File: config.mk
export PLATFORM = sky130hd
export DESIGN_NAME = pwr_wake_ctrl
export DESIGN_NICKNAME = d
export VERILOG_FILES = /design/src/rtl/pwr_wake_pkg.sv /design/src/rtl/pwr_wake_sync.sv /design/src/rtl/pwr_wake_regs.sv /design/src/rtl/pwr_mode_fsm.sv /design/src/rtl/pwr_wake_ctrl.sv
export SDC_FILE = /design/constraint.sdc
export NUM_CORES = 1
export LEC_CHECK = 0
export BUFFER_PORTS_ARGS = -buffer_cell sky130_fd_sc_hd__buf_4
export CAP_MARGIN = 30
export CORE_ASPECT_RATIO = 0.8
export CORE_MARGIN = 5
export CORE_UTILIZATION = 55
export CTS_CLUSTER_SIZE = 30
export DETAILED_ROUTE_END_ITERATION = 10
export PLACE_DENSITY = 0.76
export SYNTH_ARGS = -nofsm -noshare
export SYNTH_HDL_FRONTEND = slang
export SYNTH_SLANG_ARGS = --single-unit
export TNS_END_PERCENT = 5
File: constraint.sdc
create_clock -name clk_i -period 10 [get_ports clk_i]
set_input_delay 0.5 -clock clk_i [delete_from_list [all_inputs] [get_ports clk_i]]
set_output_delay 0.5 -clock clk_i [all_outputs]
set_load 0.1 [all_outputs]
File: src/rtl/pwr_wake_pkg.sv
package pwr_wake_pkg;
  typedef enum logic [1:0] {
    MODE_FULL = 2'b00,
    MODE_STBY = 2'b01,
    MODE_SUSP = 2'b10,
    MODE_HIB  = 2'b11
  } pmode_e;

  typedef enum logic [1:0] {
    ST_RUN, ST_ENTER, ST_LOW, ST_PWRUP
  } pstate_e;

  localparam logic [1:0] ADDR_MODE  = 2'd0;
  localparam logic [1:0] ADDR_WEN   = 2'd1;
  localparam logic [1:0] ADDR_CAUSE = 2'd2;
  localparam logic [1:0] ADDR_STAB  = 2'd3;

  localparam int NFIXED = 4;  // carrier, button, alarm, card
endpackage

File: src/rtl/pwr_wake_sync.sv
module pwr_wake_sync #(
  parameter int N = 20
) (
  input  logic         clk_i,
  input  logic         rst_ni,
  input  logic [N-1:0] act_i,   // normalized active-high
  output logic [N-1:0] edge_o
);
  for (genvar g = 0; g < N; g++) begin : g_bit
    logic s1_q, s2_q, s3_q;
    always_ff @(posedge clk_i or negedge rst_ni) begin
      if (!rst_ni) begin
        s1_q <= 1'b0;
        s2_q <= 1'b0;
        s3_q <= 1'b0;
      end else begin
        s1_q <= act_i[g];
        s2_q <= s1_q;
        s3_q <= s2_q;
      end
    end
    assign edge_o[g] = s2_q & ~s3_q;
  end

  assert_edge_pulse_R5: assert property (@(posedge clk_i) disable iff (!rst_ni)
    (edge_o & $past(edge_o)) == '0);
endmodule

File: src/rtl/pwr_wake_regs.sv
module pwr_wake_regs
  import pwr_wake_pkg::*;
#(
  parameter int NSRC     = 20,
  parameter int STAB_W   = 16,
  parameter int STAB_RST = 8,
  parameter int DATA_W   = 20
) (
  input  logic              clk_i,
  input  logic              rst_ni,
  input  logic              we_i,
  input  logic [1:0]        addr_i,
  input  logic [DATA_W-1:0] wdata_i,
  output logic [DATA_W-1:0] rdata_o,
  input  logic [NSRC-1:0]   edge_i,
  input  logic              rec_en_i,
  input  logic [1:0]        mode_i,
  output logic [NSRC-1:0]   wake_en_o,
  output logic [STAB_W-1:0] stab_o,
  output logic              mode_wr_o,
  output logic [1:0]        mode_req_o
);
  logic [NSRC-1:0]   wen_q, cause_q, clr_vec, set_vec;
  logic [STAB_W-1:0] stab_q;

  assign clr_vec = (we_i && addr_i == ADDR_CAUSE) ? wdata_i[NSRC-1:0] : '0;
  assign set_vec = edge_i & wen_q & {NSRC{rec_en_i}};

  always_ff @(posedge clk_i or negedge rst_ni) begin
    if (!rst_ni) begin
      wen_q   <= '0;
      cause_q <= '0;
      stab_q  <= STAB_W'(STAB_RST);
    end else begin
      if (we_i && addr_i == ADDR_WEN)  wen_q  <= wdata_i[NSRC-1:0];
      if (we_i && addr_i == ADDR_STAB) stab_q <= wdata_i[STAB_W-1:0];
      cause_q <= (cause_q & ~clr_vec) | set_vec;  // set wins over clear
    end
  end

  always_comb begin
    case (addr_i)
      ADDR_MODE:  rdata_o = DATA_W'(mode_i);
      ADDR_WEN:   rdata_o = DATA_W'(wen_q);
      ADDR_CAUSE: rdata_o = DATA_W'(cause_q);
      default:    rdata_o = DATA_W'(stab_q);
    endcase
  end

  assign wake_en_o  = wen_q;
  assign stab_o     = stab_q;
  assign mode_wr_o  = we_i && addr_i == ADDR_MODE;
  assign mode_req_o = wdata_i[1:0];

  assert_cause_sticky_R8: assert property (@(posedge clk_i) disable iff (!rst_ni)
    (($past(cause_q) & ~$past(clr_vec)) & ~cause_q) == '0);
  assert_cause_needs_en_R6: assert property (@(posedge clk_i) disable iff (!rst_ni)
    ((cause_q & ~$past(cause_q)) & ~$past(wen_q)) == '0);
endmodule

File: src/rtl/pwr_mode_fsm.sv
module pwr_mode_fsm
  import pwr_wake_pkg::*;
#(
  parameter int ENTRY_CYC = 4,
  parameter int STAB_W    = 16
) (
  input  logic              clk_i,
  input  logic              rst_ni,
  input  logic              req_valid_i,
  input  logic [1:0]        req_mode_i,
  input  logic              wake_i,
  input  logic [STAB_W-1:0] stab_i,
  output logic [1:0]        mode_o,
  output logic              rec_en_o,
  output logic              core_pwr_en_o,
  output logic              core_rst_no,
  output logic              core_clk_en_o,
  output logic              dram_sr_o
);
  localparam logic [STAB_W-1:0] ENTRY_LAST = STAB_W'(ENTRY_CYC - 1);

  pstate_e           state_q, state_d;
  pmode_e            tgt_q, tgt_d;
  logic [STAB_W-1:0] cnt_q, cnt_d, stab_last;

  assign stab_last = (stab_i == '0) ? '0 : stab_i - 1'b1;

  always_comb begin
    state_d = state_q;
    tgt_d   = tgt_q;
    cnt_d   = cnt_q + 1'b1;
    case (state_q)
      ST_RUN: begin
        cnt_d = '0;
        if (req_valid_i && req_mode_i != MODE_FULL) begin
          state_d = ST_ENTER;
          tgt_d   = pmode_e'(req_mode_i);
        end
      end
      ST_ENTER: begin
        if (wake_i) begin
          state_d = ST_RUN;
          cnt_d   = '0;
        end else if (cnt_q == ENTRY_LAST) begin
          state_d = ST_LOW;
          cnt_d   = '0;
        end
      end
      ST_LOW: begin
        cnt_d = '0;
        if (wake_i) state_d = (tgt_q == MODE_HIB) ? ST_PWRUP : ST_RUN;
      end
      default: begin  // ST_PWRUP
        if (cnt_q >= stab_last) begin
          state_d = ST_RUN;
          cnt_d   = '0;
        end
      end
    endcase
  end

  always_ff @(posedge clk_i or negedge rst_ni) begin
    if (!rst_ni) begin
      state_q <= ST_PWRUP;  // always-on reset wakes unconditionally
      tgt_q   <= MODE_HIB;
      cnt_q   <= '0;
    end else begin
      state_q <= state_d;
      tgt_q   <= tgt_d;
      cnt_q   <= cnt_d;
    end
  end

  logic low_hib;
  assign low_hib = (state_q == ST_LOW) && (tgt_q == MODE_HIB);

  always_comb begin
    case (state_q)
      ST_LOW:   mode_o = tgt_q;
      ST_PWRUP: mode_o = MODE_HIB;
      default:  mode_o = MODE_FULL;
    endcase
  end

  assign rec_en_o      = (state_q == ST_ENTER) || (state_q == ST_LOW);
  assign core_clk_en_o = (state_q == ST_RUN) || (state_q == ST_ENTER);
  assign core_pwr_en_o = !low_hib;
  assign core_rst_no   = core_clk_en_o || ((state_q == ST_LOW) && !low_hib);
  assign dram_sr_o     = (state_q == ST_LOW) && (tgt_q == MODE_SUSP || tgt_q == MODE_HIB);

  assert_wake_to_full_R5: assert property (@(posedge clk_i) disable iff (!rst_ni)
    (mode_o != $past(mode_o)) && ($past(mode_o) != MODE_FULL) |-> mode_o == MODE_FULL);
  assert_entry_from_full_R3: assert property (@(posedge clk_i) disable iff (!rst_ni)
    (mode_o != $past(mode_o)) && (mode_o != MODE_FULL) |-> $past(mode_o) == MODE_FULL);
  assert_rst_hib_only_R4: assert property (@(posedge clk_i) disable iff (!rst_ni)
    !core_rst_no |-> mode_o == MODE_HIB);
  assert_hib_pwrup_R7: assert property (@(posedge clk_i) disable iff (!rst_ni)
    low_hib && wake_i |=> core_pwr_en_o && !core_rst_no && mode_o == MODE_HIB);
  assert_entry_abort_R9: assert property (@(posedge clk_i) disable iff (!rst_ni)
    (state_q == ST_ENTER) && wake_i |=> core_clk_en_o && mode_o == MODE_FULL);
endmodule

File: src/rtl/pwr_wake_ctrl.sv
module pwr_wake_ctrl
  import pwr_wake_pkg::*;
#(
  parameter int NGPIO     = 16,
  parameter int ENTRY_CYC = 4,
  parameter int STAB_W    = 16,
  parameter int STAB_RST  = 8,
  localparam int NSRC     = NFIXED + NGPIO,
  localparam int DATA_W   = (NSRC > STAB_W) ? NSRC : STAB_W
) (
  input  logic              clk_i,
  input  logic              rst_ni,
  input  logic              reg_we_i,
  input  logic [1:0]        reg_addr_i,
  input  logic [DATA_W-1:0] reg_wdata_i,
  output logic [DATA_W-1:0] reg_rdata_o,
  input  logic              carrier_ni,
  input  logic              pwr_btn_i,
  input  logic              rtc_alarm_i,
  input  logic [NGPIO-1:0]  gpio_i,
  input  logic              card_irq_ni,
  output logic [1:0]        mode_o,
  output logic              core_pwr_en_o,
  output logic              core_rst_no,
  output logic              core_clk_en_o,
  output logic              dram_sr_o
);
  logic [NSRC-1:0]   act, edges, wake_en;
  logic [STAB_W-1:0] stab;
  logic              mode_wr, rec_en, wake;
  logic [1:0]        mode_req;

  assign act  = {gpio_i, ~card_irq_ni, rtc_alarm_i, pwr_btn_i, ~carrier_ni};
  assign wake = |(edges & wake_en);

  pwr_wake_sync #(.N(NSRC)) u_sync (
    .clk_i, .rst_ni, .act_i(act), .edge_o(edges)
  );

  pwr_wake_regs #(.NSRC(NSRC), .STAB_W(STAB_W), .STAB_RST(STAB_RST), .DATA_W(DATA_W)) u_regs (
    .clk_i, .rst_ni,
    .we_i(reg_we_i), .addr_i(reg_addr_i), .wdata_i(reg_wdata_i), .rdata_o(reg_rdata_o),
    .edge_i(edges), .rec_en_i(rec_en), .mode_i(mode_o),
    .wake_en_o(wake_en), .stab_o(stab), .mode_wr_o(mode_wr), .mode_req_o(mode_req)
  );

  pwr_mode_fsm #(.ENTRY_CYC(ENTRY_CYC), .STAB_W(STAB_W)) u_fsm (
    .clk_i, .rst_ni,
    .req_valid_i(mode_wr), .req_mode_i(mode_req), .wake_i(wake), .stab_i(stab),
    .mode_o, .rec_en_o(rec_en), .core_pwr_en_o, .core_rst_no, .core_clk_en_o, .dram_sr_o
  );
endmodule

Yosys cells after proc, flatten, opt, wreduce, memory -nomap -nowiden --
Index checks and enable logic that the tools add are counted.
Storage, ports and cells: flip-flop bits (word level) 136, input bits 45, output and inout bits 26, logic and storage cells 165
Operators by class: $add $sub $neg 2, magnitude comparators 1, equality and inequality tests 12, multiplexer cells 15, bitwise operators 47, reduce and logical (&&, ||, !) cells 22
Operators with widths (count):
- $mux 16 | 4
- $and 20x20->20 | 3
- $pmux 20 s3 | 1
- $pmux 16 s2 | 1
- $not 1->1 | 22
- $and 1x1->1 | 20
- $mux 20 | 1
- $not 20->20 | 1
- $or 20x20->20 | 1
- $reduce_or 20->1 | 1
- $add 16x1->16 const B | 1
- $eq 16x2->1 const B | 1
- $ge 16x16->1 | 1
- $logic_not 16->1 | 1
- $sub 16x1->16 const B | 1
- $eq 2x2->1 const B | 6
- $mux 2 | 6
- $logic_and 1x1->1 | 8
- $pmux 2 s3 | 1
- $eq 2x1->1 const B | 2
- $logic_not 2->1 | 2
- $logic_or 1x1->1 | 4
- $ne 2x1->1 const B | 2
- $pmux 2 s2 | 1
- other kinds (7) | 7

Logic depth before layout (Yosys ltp) --
Gate-level depths: netlist (run 1).
depth in word-level cells 6, mapped depth 15, mapped depth without buffers 13

Cells and area by module --
Synthesis (run 1) repeated with hierarchy kept, for this count alone.
Unflattened totals: cells, all modules 496, area total of the unflattened synthesis 6562.5 um^2
By module, submodules not included:
- pwr_wake_regs | times used 1, cells an instance 190, area each 2796.4 um^2, sequential area each 1402.6 um^2
- pwr_mode_fsm | times used 1, cells an instance 212, area each 1865.5 um^2, sequential area each 505.5 um^2
- pwr_wake_sync | times used 1, cells an instance 80, area each 1776.7 um^2, sequential area each 1501.4 um^2
- pwr_wake_ctrl | times used 1, cells an instance 14, area each 123.9 um^2, sequential area each 0.0 um^2

Worst setup path after synthesis (run 1) --
Ideal clock, no wire load.
kind reg-to-reg, start point reg u_regs.stab_q[9], in the netlist u_regs.stab_o[9], end point reg u_fsm.state_q[0], arrival 3.286 ns, data required time 9.915 ns, setup slack 6.629 ns, stages on the path, launching flop included 15, clock period less this slack 3.371 ns, cell sequence dfrtp_1 > or4_4 > nor4_4 > nand2b_2 > nor2_1 > nand2_1 > buf_2 > nand2_1 > ha_1 > a21o_1 > a31oi_1 > o21ai_1 > a2111o_1 > o221a_2 > mux2_1
Between the ends: longest elaborated chain between the ends 5
Ends and longest elaborated chain:
- from (decl) | line pwr_wake_regs.sv:24 | logic [STAB_W-1:0] stab_q;
- from (signal assigned) | line pwr_wake_regs.sv:33 | stab_q <= STAB_W'(STAB_RST);
- from (signal assigned) | line pwr_wake_regs.sv:36 | if (we_i && addr_i == ADDR_STAB) stab_q <= wdata_i[STAB_W-1:0];
- $sub 16x1->16 / $logic_not 16->1 (equally long branches) | line pwr_mode_fsm.sv:26 | assign stab_last = (stab_i == '0) ? '0 : stab_i - 1'b1;
- $mux 16 (*) | line pwr_mode_fsm.sv:26
- $ge 16x16->1 (*) | line pwr_mode_fsm.sv:54 | if (cnt_q >= stab_last) begin
- $reduce_bool 4->1 (no line) (*)
- $reduce_and 4->1 (no line) (*)
- to (signal assigned) | line pwr_mode_fsm.sv:68 | state_q <= state_d;
- to (decl) | line pwr_mode_fsm.sv:22 | pstate_e state_q, state_d;
Every way passes the cells marked *; elsewhere a longest branch is shown, timed or not. A chain may end at the register's enable or synchronous reset.

Worst setup path in the final report (run 1) --
start point reg u_regs.stab_q[9], in the netlist u_regs.stab_o[9], end point reg u_fsm.state_q[1]
Same word-level chain as after synthesis.

==> results of run 1 <==
-- metrics by stage --
step           area [sq um]  total power [W]  std cells  util [%]  hold slack (ps)
2_1_floorplan          5990          0.00113        500         -              204
3_5_place_dp           6650          0.00128        701      61.8              336
6_report               7230          0.00188        731      67.2              104
5_1_grt                7230          0.00197        731      67.2              167
3_3_place_gp           6650          0.00126        701      61.8              332
4_1_cts                7230          0.00189        731      67.2              131
-- state kept, by name, summed over array words and instances, names as in the netlist --
name               cells
u_regs.cause_q        20
u_regs.wake_en_o      20
u_sync.g_bit.s1_q     20
u_sync.g_bit.s2_q     20
u_sync.g_bit.s3_q     20
u_fsm.cnt_q           16
u_regs.stab_o         16
u_fsm.state_q          2
u_fsm.tgt_q            2
-- cells by family after synthesis --
logic type	Yosys count	synth area share [%]
adders and majority gates	23	4.80
buffers and inverters	25	1.73
AOI/OAI and AO/OA	67	8.00
and+or+nand+nor	166	13.7
DFF	136	56.9
muxes	58	11.3
xor gates and xnor gates	25	3.65
-- layer usage --
| layer | track usage, % | up-vias |
|---|---|---|
| met3 | 6.47 | 19 |
| met5 | 0 | - |
| li1 | - | 1919 |
| met2 | 33.7 | 114 |
| met1 | 29.2 | 2089 |
| met4 | 7.75 | 0 |
-- where the power goes --
part | internal, W | switching, W
Sequential | 0.000648 | 0.0000720
Clock | 0.000377 | 0.000232
Combinational | 0.000170 | 0.000379
-- final cells by class --
| class | instances | area share [%] |
|---|---|---|
| clock buffers | 19 | 6.26 |
| clock inverters | 11 | 1.73 |
| flip-flops and latches | 136 | 47.2 |
| multi-input cells | 339 | 34.3 |
| repair buffers | 72 | 7.53 |
| well taps | 144 | 2.49 |
| inverters | 10 | 0.519 |
-- critical path, delay by kind of cell, from the launching register on --
family,cells,cell delay (ps)
and+or+nand+nor,6,1470
AOI/OAI and AO/OA,5,1160
DFF,1,420
muxes,1,330
adders and majority gates,1,240
-- cell usage after synthesis (2+ instances only) --
cell / n
a21o_1: 5
a21oi_1: 8
a22o_1: 19
and2_1: 2
and3_1: 3
and3b_1: 2
buf_1: 2
buf_2: 2
clkbuf_1: 10
dfrtp_1: 131
dfstp_2: 5
ha_1: 23
inv_1: 10
mux2_1: 2
mux2_2: 53
mux4_2: 2
nand2_1: 77
nand2b_1: 2
nand3_1: 11
nand3b_1: 11
nand4_1: 6
nor2_1: 26
nor2b_1: 4
nor3_1: 5
nor4_1: 7
nor4b_1: 2
o21ai_0: 11
o22ai_1: 5
o31ai_1: 11
xnor2_1: 8
xor2_1: 17
-- how the worst max path moves through the flow --
stage	from	endpoint	slack, ps	cells after the start
2_1_floorplan	u_regs.stab_o[9]	u_fsm.state_q[0]	6630	14
3_3_place_gp	u_regs.stab_o[9]	u_fsm.state_q[1]	6450	13
3_5_place_dp	u_regs.stab_o[8]	u_fsm.state_q[1]	6340	13
4_1_cts	u_regs.stab_o[8]	u_fsm.state_q[1]	6330	13
5_1_grt	u_regs.stab_o[8]	u_fsm.state_q[1]	6010	13
6_report	u_regs.stab_o[9]	u_fsm.state_q[1]	6330	13
==> out/qor.csv, run 1 <==
metric,value,unit
syn_nets,568,
fillCellCount,798,
seqCellArea,3410,sq um
netlist.area_leader.share,54.7,%
crit_fanout,12,
dr.first_iter.drc_count,247,
crit_type,reg2reg,
critical-path-slowest-cell,or4_4,
setup_violations,0,
numCtsBuffers,17,
met3WireLength,777,um
r2r_setup_slack,6330,ps
finalHoldViolations,0,
path_cells,or4_4 > nor4_4 > nand2b_2 > nor2_1 > nand2_1 > nand2_1 > ha_1 > a21o_1 > a31oi_1 > o21ai_1 > a2111o_1 > o221a_2 > mux2_1,
tritoncts,built,
ys_seq_area_share,56.9,%
crit-reg2reg-launch,u_regs.stab_o[9],
grt_use_total,21.6,%
dp_hpwl,9.05,mm
ys_top_cells_by_area,"dfrtp_1, mux2_2, nand2_1, ha_1, a22o_1",
finalNetCount,644,
start_kind,register,
cts.reportedPaths.clkPinSlew,60,ps
cts_setup_buffers,0,
htreeDepth,4,
layout_common_cells,"dfrtp_1, nand2_1, buf_4, mux2_2, nor2_1",
crit_path_end_kind,register,
hold_buffers,0,
wl_per_cell,18.0,um
fmax,0.272,GHz
dominantRegCellSynth,dfrtp_1,
dieHeight,103,um
cp_slowest_stage_delay,590,ps
vdd_drop_max,156,uV
crit_top_cell,nand2_1,
clock_path_buffers,2,
cts.sinks,136,
die_w,127,um
drt_wl_total,13.1,mm
core-area,10800,sq um
finClkSkew,12.7,ps
cts_resized,0,
netlist_instances,500,
grt-ovfl-total,0,
grt_start_max_net_pins,79,
synth_largest_area_cell,dfrtp_1,
wl_met2,6.23,mm
hold_path.class,in2async,
synth_edf_count,0,
boundaryPins,71,
setup_tns,0,ps
multi_input_area,2480,sq um
die_area,13100,sq um
place_ws,6340,ps
start_util,55.7,%
fin_crit_sh,36.7,%
syn_to_final_growth,20.7,%
status,finished clean,
cts_root_buffer,clkbuf_16,
slew_headroom,37.8,%
drive_gt1_share,29.0,%
num_vias,4141,
drt_pass1_iterations,4,
routed_via_density,5.66,
insertion_delay,420,ps
netlist_area,5990,sq um
grt_antenna_before_repair,0,
required,10340,ps
grt_pass1_vias,4281,
top_layer,met4,
power.density,260,nW/um^2
rr_worst_depth,13,
avgSynthCellArea,12.0,sq um
leakagePower,3.33,nW
synth-async-reset-ratio,100,%
synth_warnings,0,
maxCapViolCount,0,
drt-met1-wl,5.97,mm
synth_seq_cells,136,
r2r-end,u_fsm.state_q[1],
antenna_left,0,
gp_congestion,0.861,
antenna_cells,0,
fp-row-count,34,
critical_path_arrival,4020,ps
maxSlewViolCount,0,
fin_crit,3670,ps
worst_slew_pin_slew,933,ps
grt_pass1_wl,21.7,mm
remaining_drc_errors,0,
ys_types,49,
port_buffers,70,
rsz0062_at_grt,false,
final_common_cell,dfrtp_1,
finalWorstSetupSlack,6330,ps
No activity file was read; power rests on OpenSTA's default activity.
==> run 2: changes to the inputs <==
==> constraint.sdc (replaced) <==
create_clock -name clk_i -period 3.6 [get_ports clk_i]
set_input_delay 0.18 -clock clk_i [delete_from_list [all_inputs] [get_ports clk_i]]
set_output_delay 0.18 -clock clk_i [all_outputs]
set_load 0.1 [all_outputs]
==> out/qor.csv, run 2 (synthesized netlist as in run 1, its figures left out) <==
metric,value,unit,change
status,finished clean,,
required,3950,ps,-6390 ps
critical_path_arrival,3840,ps,-180 ps
crit_type,reg2reg,,
grt-ovfl-total,0,,unchanged
grt_start_max_net_pins,114,,+44%
gp_congestion,0.840,,-2.5%
hold_path.class,in2reg,,
fp-row-count,34,,unchanged
slew_headroom,37.9,%,+0.17 points
worst_slew_pin_slew,931,ps,-2.59 ps
grt_pass1_vias,4485,,+4.8%
crit_fanout,4,,-8
cts.sinks,136,,unchanged
path_cells,or4_4 > nor4_4 > nand2b_2 > or3_4 > nor3_4 > a21oi_2 > ha_1 > nand4_1 > o32ai_1 > a2111o_1 > o221a_2 > mux2_1,,
remaining_drc_errors,0,,unchanged
syn_to_final_growth,26.2,%,
insertion_delay,430,ps,about the same
num_vias,4212,,+1.7%
tritoncts,built,,
port_buffers,70,,unchanged
layout_common_cells,"dfrtp_1, buf_4, nand2_1, mux2_2, nor2_1",,
drive_gt1_share,29.6,%,+0.67 points
finalHoldViolations,0,,unchanged
dieHeight,103,um,unchanged
rr_worst_depth,12,,-1
critical-path-slowest-cell,or4_4,,
cp_slowest_stage_delay,580,ps,about the same
finalNetCount,676,,+5.0%
crit_path_end_kind,register,,
drt_wl_total,13.9,mm,+6.1%
drt_pass1_iterations,5,,+1
wl_per_cell,18.2,um,+1.4%
grt_use_total,22.8,%,+1.2 points
fin_crit_sh,97.2,%,+60 points
cts.reportedPaths.clkPinSlew,60,ps,about the same
fmax,0.286,GHz,+5.0%
numCtsBuffers,17,,unchanged
hold_depth,2,,
finish.utilization,70.3,%,+3.1 points
power.density,699,nW/um^2,+170%
total_power,0.00528,W,+180%
setup_tns,0,ps,unchanged
start_util,55.7,%,unchanged
fin_crit,3500,ps,-176 ps
die_w,127,um,unchanged
antenna_left,0,,unchanged
fillCellCount,757,,-5.1%
die_area,13100,sq um,unchanged
finClkSkew,9.64,ps,-3.07 ps
cts_root_buffer,clkbuf_16,,
setup_violations,0,,unchanged
dr.first_iter.drc_count,326,,+32%
htreeDepth,4,,unchanged
routed_via_density,5.51,,-2.8%
grt_antenna_before_repair,0,,unchanged
core-area,10800,sq um,unchanged
r2r_setup_slack,100,ps,-6220 ps
maxCapViolCount,0,,unchanged
final_common_cell,dfrtp_1,,
clock_path_buffers,2,,unchanged
maxSlewViolCount,0,,unchanged
antenna_cells,0,,unchanged
start_kind,register,,
boundaryPins,71,,unchanged
dp_hpwl,9.29,mm,+2.6%
vdd_drop_max,461,uV,+200%
grt_pass1_wl,22.9,mm,+5.3%
leakagePower,3.47,nW,+4.2%
rsz0062_at_grt,true,,
run 2: cell types whose count changed in the layout (fill, tap and decap cells not counted), moves of 2 or more:
cell	change
dlygate4sd3_1	+21
clkinvlp_4	+3
buf_4	+10
clkinv_2	-2
run 2: power by group:
group / switching (W) / internal (W)
Clock: 0.000680 / 0.00101
Combinational: 0.00110 / 0.000507
Sequential: 0.000189 / 0.00180
run 2: final cells by class:
| type | count | area [sq um] | area share, % |
|---|---|---|---|
| tap | 144 | 180 | 2.38 |
| multi-input combinational | 339 | 2490 | 32.9 |
| clock buffer | 20 | 467 | 6.17 |
| sequential | 136 | 3410 | 45.1 |
| clock inverter | 12 | 119 | 1.57 |
| inverter | 10 | 37.5 | 0.496 |
| timing repair buffer | 104 | 857 | 11.3 |
run 2: worst max-delay path, delay by kind of cell, from the launching register on:
family / cells / cell delay [ps]
fa+ha+maj: 1 / 300
simple gates: 6 / 1520
compound gates: 4 / 880
mux: 1 / 310
flops: 1 / 400
run 2: per-stage QoR:
stage	cells	hold WS [ps]	area [sq um]	setup WS, ps
2_1_floorplan	500	-116	5990	229
3_3_place_gp	711	289	6730	213
3_5_place_dp	711	290	6730	108
4_1_cts	764	1.75	7520	84.9
5_1_grt	765	2.71	7560	-62.4
6_report	765	4.23	7560	102
run 2: routing by layer:
metal | global-route usage [%] | up-vias | part of all wire (%)
met5 | 0 | - | 0
met4 | 8.08 | 0 | 1.5
met3 | 5.03 | 20 | 5.9
met2 | 36.5 | 111 | 48
met1 | 31.2 | 2089 | 45
li1 | - | 1992 | -
run 2: worst paths after layout:
path / to / startpoint
worst min register to register: u_sync.g_bit[17].s2_q / u_sync.g_bit[17].s1_q
worst max-delay path: u_fsm.state_q[0] / u_regs.stab_o[9]
worst min-delay path: u_regs.wake_en_o[18] / reg_wdata_i[18]
max in group asynchronous: u_regs.wake_en_o[15] / rst_ni
min in group asynchronous: u_fsm.cnt_q[11] / rst_ni
worst max register to register: u_fsm.state_q[0] / u_regs.stab_o[9]
run 2: repair_timing:
action	in CTS	in global routing
buffers inserted	0	0
resized for setup	0	3
hold buffers	21	0
hold endpoints to repair	127	0
setup endpoints to repair	0	18
